**config.mk**
```make
export PLATFORM = sky130hd
export DESIGN_NAME = hostWidthPort
export DESIGN_NICKNAME = d
export VERILOG_FILES = /design/src/rtl/hpPkg.sv /design/src/rtl/hpControl.sv /design/src/rtl/hpDatapath.sv /design/src/rtl/hostWidthPort.sv
export SDC_FILE = /design/constraint.sdc
export NUM_CORES = 1
export LEC_CHECK = 0
export ABC_AREA = 0
export BUFFER_PORTS_ARGS = -buffer_cell sky130_fd_sc_hd__buf_2
export CORE_ASPECT_RATIO = 2
export CORE_MARGIN = 1
export CORE_UTILIZATION = 57
export DETAILED_ROUTE_END_ITERATION = 10
export PLACE_DENSITY = 0.86
export REMOVE_ABC_BUFFERS = 1
export SLEW_MARGIN = 0
export SYNTH_ARGS = -nofsm -noshare
export SYNTH_HDL_FRONTEND = slang
export SYNTH_SLANG_ARGS = --single-unit
```
**constraint.sdc**
```tcl
create_clock -name clk -period 4.79 [get_ports clk]
set_input_delay 0.2395 -clock clk [delete_from_list [all_inputs] [get_ports clk]]
set_output_delay 0.2395 -clock clk [all_outputs]
set_load 0.005 [all_outputs]
```
**src/rtl/hpPkg.sv**
```systemverilog
package hpPkg;

  localparam int ADDR_W = 3;
  localparam logic [ADDR_W-1:0] CMD_ADDR   = 3'b100;
  localparam logic [ADDR_W-1:0] STATHI_ADDR = 3'b101;

  typedef enum logic [1:0] {
    MODE_SERIAL = 2'b00,
    MODE_BYTE   = 2'b01,
    MODE_HALF   = 2'b10,
    MODE_WORD   = 2'b11
  } widthMode_t;

  // strobes from control to datapath, all valid for one cycle
  typedef struct packed {
    logic       laneWe;
    logic [1:0] laneIdx;
    logic       pushWord;
    logic       pushCmd;
    logic       loadResult;
  } hpStrobes_t;

  function automatic logic laneValid(input logic [1:0] mode, input logic [ADDR_W-1:0] addr);
    case (mode)
      MODE_BYTE: laneValid = (addr < 3'd4);
      MODE_HALF: laneValid = (addr < 3'd2);
      MODE_WORD: laneValid = (addr == 3'd0);
      default:   laneValid = 1'b0;
    endcase
  endfunction

  function automatic logic laneFinal(input logic [1:0] mode, input logic [ADDR_W-1:0] addr);
    case (mode)
      MODE_BYTE: laneFinal = (addr == 3'd3);
      MODE_HALF: laneFinal = (addr == 3'd1);
      MODE_WORD: laneFinal = (addr == 3'd0);
      default:   laneFinal = 1'b0;
    endcase
  endfunction

endpackage

```
**src/rtl/hpControl.sv**
```systemverilog
module hpControl
  import hpPkg::*;
#(
  parameter int SYNC_STAGES = 2
) (
  input  logic              clk,
  input  logic              rstN,
  input  logic [1:0]        widthMode,
  input  logic [ADDR_W-1:0] hostAddr,
  input  logic              hostCeN,
  input  logic              hostWrN,
  input  logic              hostOeN,
  input  logic              cmdTag,
  input  logic              coreWordReady,
  input  logic              coreCmdReady,
  input  logic              resultValid,
  output hpStrobes_t        strobes,
  output logic              wordValid,
  output logic              cmdValid,
  output logic              resultFull,
  output logic              resultReady
);

  localparam int LAST = SYNC_STAGES - 1;

  // synchronizer for {ce, wr, oe}
  logic [2:0] syncQ [SYNC_STAGES];

  always_ff @(posedge clk or negedge rstN) begin
    if (!rstN) begin
      for (int i = 0; i < SYNC_STAGES; i++) syncQ[i] <= 3'b111;
    end else begin
      syncQ[0] <= {hostCeN, hostWrN, hostOeN};
      for (int i = 1; i < SYNC_STAGES; i++) syncQ[i] <= syncQ[i-1];
    end
  end

  logic wrAct, rdAct, wrPrev, rdPrev;
  logic wrStart, rdStart, rdEnd;
  logic [ADDR_W-1:0] rdAddr;
  logic modeOn, busyNow, popResult;

  assign wrAct   = !syncQ[LAST][2] && !syncQ[LAST][1];
  assign rdAct   = !syncQ[LAST][2] && !syncQ[LAST][0];
  assign wrStart = wrAct && !wrPrev;
  assign rdStart = rdAct && !rdPrev;
  assign rdEnd   = !rdAct && rdPrev;
  assign modeOn  = (widthMode != MODE_SERIAL);
  assign busyNow = wordValid || cmdValid;

  always_comb begin
    strobes          = '0;
    strobes.laneIdx  = hostAddr[1:0];
    strobes.laneWe   = wrStart && modeOn && !busyNow && laneValid(widthMode, hostAddr);
    strobes.pushWord = strobes.laneWe && laneFinal(widthMode, hostAddr);
    strobes.pushCmd  = wrStart && modeOn && !busyNow && (hostAddr == CMD_ADDR) && cmdTag;
    strobes.loadResult = resultValid && resultReady;
  end

  assign popResult   = rdEnd && resultFull && modeOn && laneFinal(widthMode, rdAddr);
  assign resultReady = !resultFull || popResult;

  always_ff @(posedge clk or negedge rstN) begin
    if (!rstN) begin
      wrPrev     <= 1'b0;
      rdPrev     <= 1'b0;
      rdAddr     <= '0;
      wordValid  <= 1'b0;
      cmdValid   <= 1'b0;
      resultFull <= 1'b0;
    end else begin
      wrPrev <= wrAct;
      rdPrev <= rdAct;
      if (rdStart) rdAddr <= hostAddr;

      if (strobes.pushWord)   wordValid <= 1'b1;
      else if (coreWordReady) wordValid <= 1'b0;

      if (strobes.pushCmd)    cmdValid <= 1'b1;
      else if (coreCmdReady)  cmdValid <= 1'b0;

      if (strobes.loadResult) resultFull <= 1'b1;
      else if (popResult)     resultFull <= 1'b0;
    end
  end

endmodule

```
**src/rtl/hpDatapath.sv**
```systemverilog
module hpDatapath
  import hpPkg::*;
#(
  parameter int DATA_W   = 32,
  parameter int STATUS_W = 16,
  parameter int CMD_W    = 7
) (
  input  logic                clk,
  input  logic                rstN,
  input  hpStrobes_t          strobes,
  input  logic [1:0]          widthMode,
  input  logic [ADDR_W-1:0]   hostAddr,
  input  logic                hostCeN,
  input  logic                hostOeN,
  input  logic [DATA_W-1:0]   hostDataIn,
  input  logic [STATUS_W-1:0] coreStatus,
  input  logic [DATA_W-1:0]   resultData,
  output logic [DATA_W-1:0]   wordData,
  output logic [CMD_W-1:0]    cmdCode,
  output logic [DATA_W-1:0]   hostDataOut,
  output logic                hostDataOutEn
);

  localparam int BYTES = DATA_W / 8;
  localparam int HALF  = DATA_W / 2;

  logic [DATA_W-1:0] stageReg, stageNext, resultReg;

  // merge of the incoming lane into the staged word
  for (genvar b = 0; b < BYTES; b++) begin : g_lane
    logic hit8, hit16, hit32;
    assign hit8  = strobes.laneWe && widthMode == MODE_BYTE && strobes.laneIdx == 2'(b);
    assign hit16 = strobes.laneWe && widthMode == MODE_HALF && strobes.laneIdx == 2'(b / 2);
    assign hit32 = strobes.laneWe && widthMode == MODE_WORD;
    assign stageNext[b*8 +: 8] =
      hit8  ? hostDataIn[7:0] :
      hit16 ? hostDataIn[(b % 2)*8 +: 8] :
      hit32 ? hostDataIn[b*8 +: 8] :
              stageReg[b*8 +: 8];
  end

  always_ff @(posedge clk or negedge rstN) begin
    if (!rstN) begin
      stageReg  <= '0;
      wordData  <= '0;
      cmdCode   <= '0;
      resultReg <= '0;
    end else begin
      if (strobes.laneWe)     stageReg  <= stageNext;
      if (strobes.pushWord)   wordData  <= stageNext;
      if (strobes.pushCmd)    cmdCode   <= hostDataIn[CMD_W-1:0];
      if (strobes.loadResult) resultReg <= resultData;
    end
  end

  assign hostDataOutEn = !hostCeN && !hostOeN && (widthMode != MODE_SERIAL);

  always_comb begin
    hostDataOut = '0;
    if (hostDataOutEn) begin
      case (widthMode)
        MODE_BYTE: begin
          if (hostAddr < 3'd4)              hostDataOut[7:0] = resultReg[hostAddr[1:0]*8 +: 8];
          else if (hostAddr == CMD_ADDR)    hostDataOut[7:0] = coreStatus[7:0];
          else if (hostAddr == STATHI_ADDR) hostDataOut[7:0] = coreStatus[15:8];
        end
        MODE_HALF: begin
          if (hostAddr < 3'd2)           hostDataOut[HALF-1:0] = resultReg[hostAddr[0]*HALF +: HALF];
          else if (hostAddr == CMD_ADDR) hostDataOut[STATUS_W-1:0] = coreStatus;
        end
        MODE_WORD: begin
          if (hostAddr == 3'd0)          hostDataOut = resultReg;
          else if (hostAddr == CMD_ADDR) hostDataOut[STATUS_W-1:0] = coreStatus;
        end
        default: hostDataOut = '0;
      endcase
    end
  end

endmodule

```
**src/rtl/hostWidthPort.sv**
```systemverilog
module hostWidthPort
  import hpPkg::*;
#(
  parameter int DATA_W      = 32,
  parameter int STATUS_W    = 16,
  parameter int CMD_W       = 7,
  parameter int SYNC_STAGES = 2
) (
  input  logic                clk,
  input  logic                rstN,
  input  logic [1:0]          widthMode,
  input  logic [2:0]          hostAddr,
  input  logic                hostCeN,
  input  logic                hostWrN,
  input  logic                hostOeN,
  input  logic [DATA_W-1:0]   hostDataIn,
  output logic [DATA_W-1:0]   hostDataOut,
  output logic                hostDataOutEn,
  output logic                busy,
  output logic                intReq,
  output logic                coreWordValid,
  input  logic                coreWordReady,
  output logic [DATA_W-1:0]   coreWordData,
  output logic                coreCmdValid,
  input  logic                coreCmdReady,
  output logic [CMD_W-1:0]    coreCmd,
  input  logic [STATUS_W-1:0] coreStatus,
  input  logic                resultValid,
  output logic                resultReady,
  input  logic [DATA_W-1:0]   resultData
);

  hpStrobes_t strobes;
  logic wordValid, cmdValid, resultFull;

  hpControl #(.SYNC_STAGES(SYNC_STAGES)) u_ctrl (
    .clk(clk), .rstN(rstN), .widthMode(widthMode), .hostAddr(hostAddr),
    .hostCeN(hostCeN), .hostWrN(hostWrN), .hostOeN(hostOeN),
    .cmdTag(hostDataIn[7]), .coreWordReady(coreWordReady),
    .coreCmdReady(coreCmdReady), .resultValid(resultValid),
    .strobes(strobes), .wordValid(wordValid), .cmdValid(cmdValid),
    .resultFull(resultFull), .resultReady(resultReady)
  );

  hpDatapath #(.DATA_W(DATA_W), .STATUS_W(STATUS_W), .CMD_W(CMD_W)) u_data (
    .clk(clk), .rstN(rstN), .strobes(strobes), .widthMode(widthMode),
    .hostAddr(hostAddr), .hostCeN(hostCeN), .hostOeN(hostOeN),
    .hostDataIn(hostDataIn), .coreStatus(coreStatus), .resultData(resultData),
    .wordData(coreWordData), .cmdCode(coreCmd),
    .hostDataOut(hostDataOut), .hostDataOutEn(hostDataOutEn)
  );

  assign coreWordValid = wordValid;
  assign coreCmdValid  = cmdValid;
  assign busy          = wordValid || cmdValid;
  assign intReq        = resultFull;

endmodule

```
==> flow_summary_export.csv <==
group,metric,value,unit
run_status,status,"finished clean",
worst_setup_path,path_cells,"dlygate4sd3_1 > buf_2 > or3_1 > nor3_2 > and2_1 > buf_2",
timing,whs,0.0194,ns
logic_synthesis,seq_area_frac_synth,49.2,%
floorplanning,io_pins,170,
cts,clk_latency,0.41,ns
worst_setup_path,critPathMaxStageDelay,0.87,ns
worst_setup_path,critPathRequiredTime,4.55,ns
worst_setup_path,crit_type,"in2out",
routing,wirelength,17000,um
placed_design,placedCellCount,814,
timing,worstMarginPinSlew,0.945,ns
timing,slew_violations,0,
power,power,3.20,mW
global_routing,grt_max_degree,71,
cts,cts_inserted_buffers,17,
power,peakVddDrop,0.314,mV
routing,drc,0,
placed_design,dp_hpwl,12000,um
worst_setup_path,cp_data_arrival_time,2.80,ns
global_routing,grt_usage,33.4,%
global_routing,antenna_found_initial,0,
global_routing,grt_busiest_layer,"met2",
final_layout,stdcell_count,849,
cts,htree_levels,4,
timing,setup_ws,1.75,ns
cts,root_buffer,"clkbuf_16",
routing,dr.pass1.iters,5,
timing,finClkSkew,0.00636,ns
worst_setup_path,start_kind,"input pin",
cts,clk_transition_reported_paths,0.05,ns
floorplanning,design.die.area,10900,um^2
logic_synthesis,ys_types,58,
floorplanning,die_y,147,um
global_routing,use_met3,8.98,%
timing,post-route-min-period,3.04,ns
power,swShare,28.4,%
timing,slew_headroom,36.7,%
final_layout,syn_to_final_growth,24.8,%
hold_path,hp-class,"in2reg",
cts,post-cts-setup-buffer-count,0,
logic_synthesis,synthSimpleGateAreaFrac,14.8,%
worst_setup_path,path_buf_inv,3,
final_layout,drive_above_1_share,41.5,%
floorplanning,core,10100,um^2
placed_design,port-buffer-count,169,
logic_synthesis,synthArstFlopShare,100,%
logic_synthesis,synth_edf_count,0,
placed_design,gp_congestion,0.862,
timing,rsz0062_at_grt,"false",
worst_setup_path,rr_startpoint,"u_ctrl.syncQ[2]",
flow_run,cap_viol_max_count,0,
routing,wire_per_inst,20.1,um
logic_synthesis,synth-compound-area-share,15.6,%
logic_synthesis,ys.flop_type,"dfrtp_1",
global_routing,grt_pass1_vias,5663,
worst_setup_path,crit_slowest_cell,"nor3_2",
placed_design,pre_cts_slack,2.02,ns
logic_synthesis,synthAdderAreaFrac,0.838,%
timing,clock.fmax,0.329,GHz
routing,avgViaCountPerCell,6.28,
final_layout,nNetsFinal,799,
timing,finalCritPeriodShare,63.5,%
logic_synthesis,netlist_instances,542,
power,p_seq_share,43.9,%
hold_path,hold_start,"coreCmdReady",
power,combPwrFrac,17.2,%
timing,setup_viol_count_final,0,
logic_synthesis,synth_top_family_by_area,"multiplexers",
logic_synthesis,yosysWarnings,0,
worst_setup_path,timing.critical_path.from,"hostOeN",
cts,cts_tree,"yes",
logic_synthesis,muxShareOfSynthArea,16.0,%
worst_setup_path,cp-end-kind,"output pin",
power,power.share.clock,38.9,%
global_routing,grtUsageMet2,56.1,%
logic_synthesis,synth-xor-area-share,0,%
power,power.density,429,nW/um^2
worst_setup_path,cp_max_fo,18,
placed_design,dpl_cell_area,6830,um^2
routing,final_antenna_net_count,0,
routing,first_iter_violations,562,
cts,post_cts_resized,0,
cts,clockBufferDepth,2,
routing,num_vias,5330,
power,p_int,2.29,mW
global_routing,grt_pass1_wl,27300,um
power,switchingPower,908,uW
logic_synthesis,syn_area_per_cell,11.0,um^2
logic_synthesis,synth_area,5970,um^2
floorplanning,die_w,74.4,um
global_routing,grt_overflow_total,0,
power,p_leak,3.60,nW
timing,finalHoldViolations,0,
floorplanning,rows,52,
final_layout,design_area,7450,um^2
cts,cts.sinks,117,
floorplanning,initial_core_util,58.8,%
logic_synthesis,ys_ff_latch,117,
worst_setup_path,cpMostUsedCell,"buf_2",
timing,finalSetupTns,0,ns
worst_setup_path,path_delay_family,"simple AND/OR/NAND/NOR gates",
final_layout,diodes,0,
global_routing,grtUsageMet1,34.9,%
final_layout,utilization,73.4,%
## per-layer routing
layer	vias to the layer above	wire, um	part of all wire (%)
li1	2340	-	-
met1	2547	5630	33
met2	356	9100	53
met3	87	1350	7.9
met4	0	967	5.7
met5	-	0	0
## sequential cells by signal, summed over array words and instances, names as in the netlist
register	flops
u_data.resultReg	32
u_data.stageReg	32
u_data.wordData	32
u_data.cmdCode	7
u_ctrl.syncQ	6
u_ctrl.rdAddr	3
u_ctrl.cmdValid	1
u_ctrl.rdPrev	1
u_ctrl.resultFull	1
u_ctrl.wordValid	1
u_ctrl.wrPrev	1
## worst register-to-register path, stage by stage (launching register included)
cell and delay (ns):
dfstp_2 0.39, nor3_1 0.46, and2_1 0.49, nand3_2 0.52, a32o_1 0.38, o21bai_1 0.15
## cell usage in the layout, fill, tap and decap left out, types with 4 or more instances in the layout
cell and n:
a21oi_1 14, a31oi_1 17, inv_6 4, a22oi_1 15, dfrtp_1 111, nand2_1 66
ha_1 4, dlygate4sd3_1 4, o21ai_0 22, inv_1 7, o22ai_1 7, mux4_2 8
buf_4 5, o32a_1 7, clkbuf_16 17, and2_1 21, a222oi_1 14, nor2_1 34
o31ai_1 8, dfstp_2 6, a2bb2oi_1 9, nand3_1 17, mux2_2 65, buf_2 168
## cell usage after synthesis (all sizes together), types with 9 or more instances
cell type  number  area share [%]
a21oi          14             1.2
a222oi         14             2.3
a22oi          15             1.9
a2bb2oi         9             1.3
a31oi          17             1.8
and2           21             2.2
buf            22             2.3
clkbuf         14            0.90
dfrtp         111              47
mux2           66              12
nand2          67             4.3
nand3          18             1.6
nor2           34             2.1
o21ai          25             2.2
## what timing repair did
action | CTS | global route
endpoints found under the setup margin | 0 | 0
hold buffers | 4 | 0
endpoints found under the hold margin | 72 | 0
## power by group through the flow
stage / registers (mW) / logic [mW] / clock network, mW
global placement: 1.38 / 0.508 / 0
CTS: 1.39 / 0.549 / 1.25
floorplan: 1.34 / 0.360 / 0
global route: 1.42 / 0.599 / 1.30
detailed placement: 1.40 / 0.535 / 0
finish: 1.40 / 0.549 / 1.25
## path summary, 6_finish.rpt
check	endpoint	slack [ns]	cells past startpoint
max	hostDataOut[20]	1.75	6
min	u_ctrl.cmdValid	0.02	2
max reg2reg	u_data.wordData[31]	2.27	5
min reg2reg	u_ctrl.syncQ[1]	0.36	0
max in group asynchronous	u_ctrl.rdPrev	3.18	3
min in group asynchronous	u_data.wordData[6]	0.48	2
## layout make-up
type,count,area [um^2]
Tap cell,135,169
Clock buffer,17,425
Timing Repair Buffer,177,918
Multi-Input combinational cell,382,2820
Sequential cell,117,2940
Fill cell,710,2700
Inverter,7,26.3
Clock inverter,14,154
## cells by family (layout without fill, tap and decap cells)
group,Yosys count,after routing
muxes,77,77
adders and majority gates,4,4
AOI/OAI and AO/OA,129,129
buffers and inverters,43,215
DFF,117,117
and+or+nand+nor,172,172
Power figures use the tool's default switching activity.
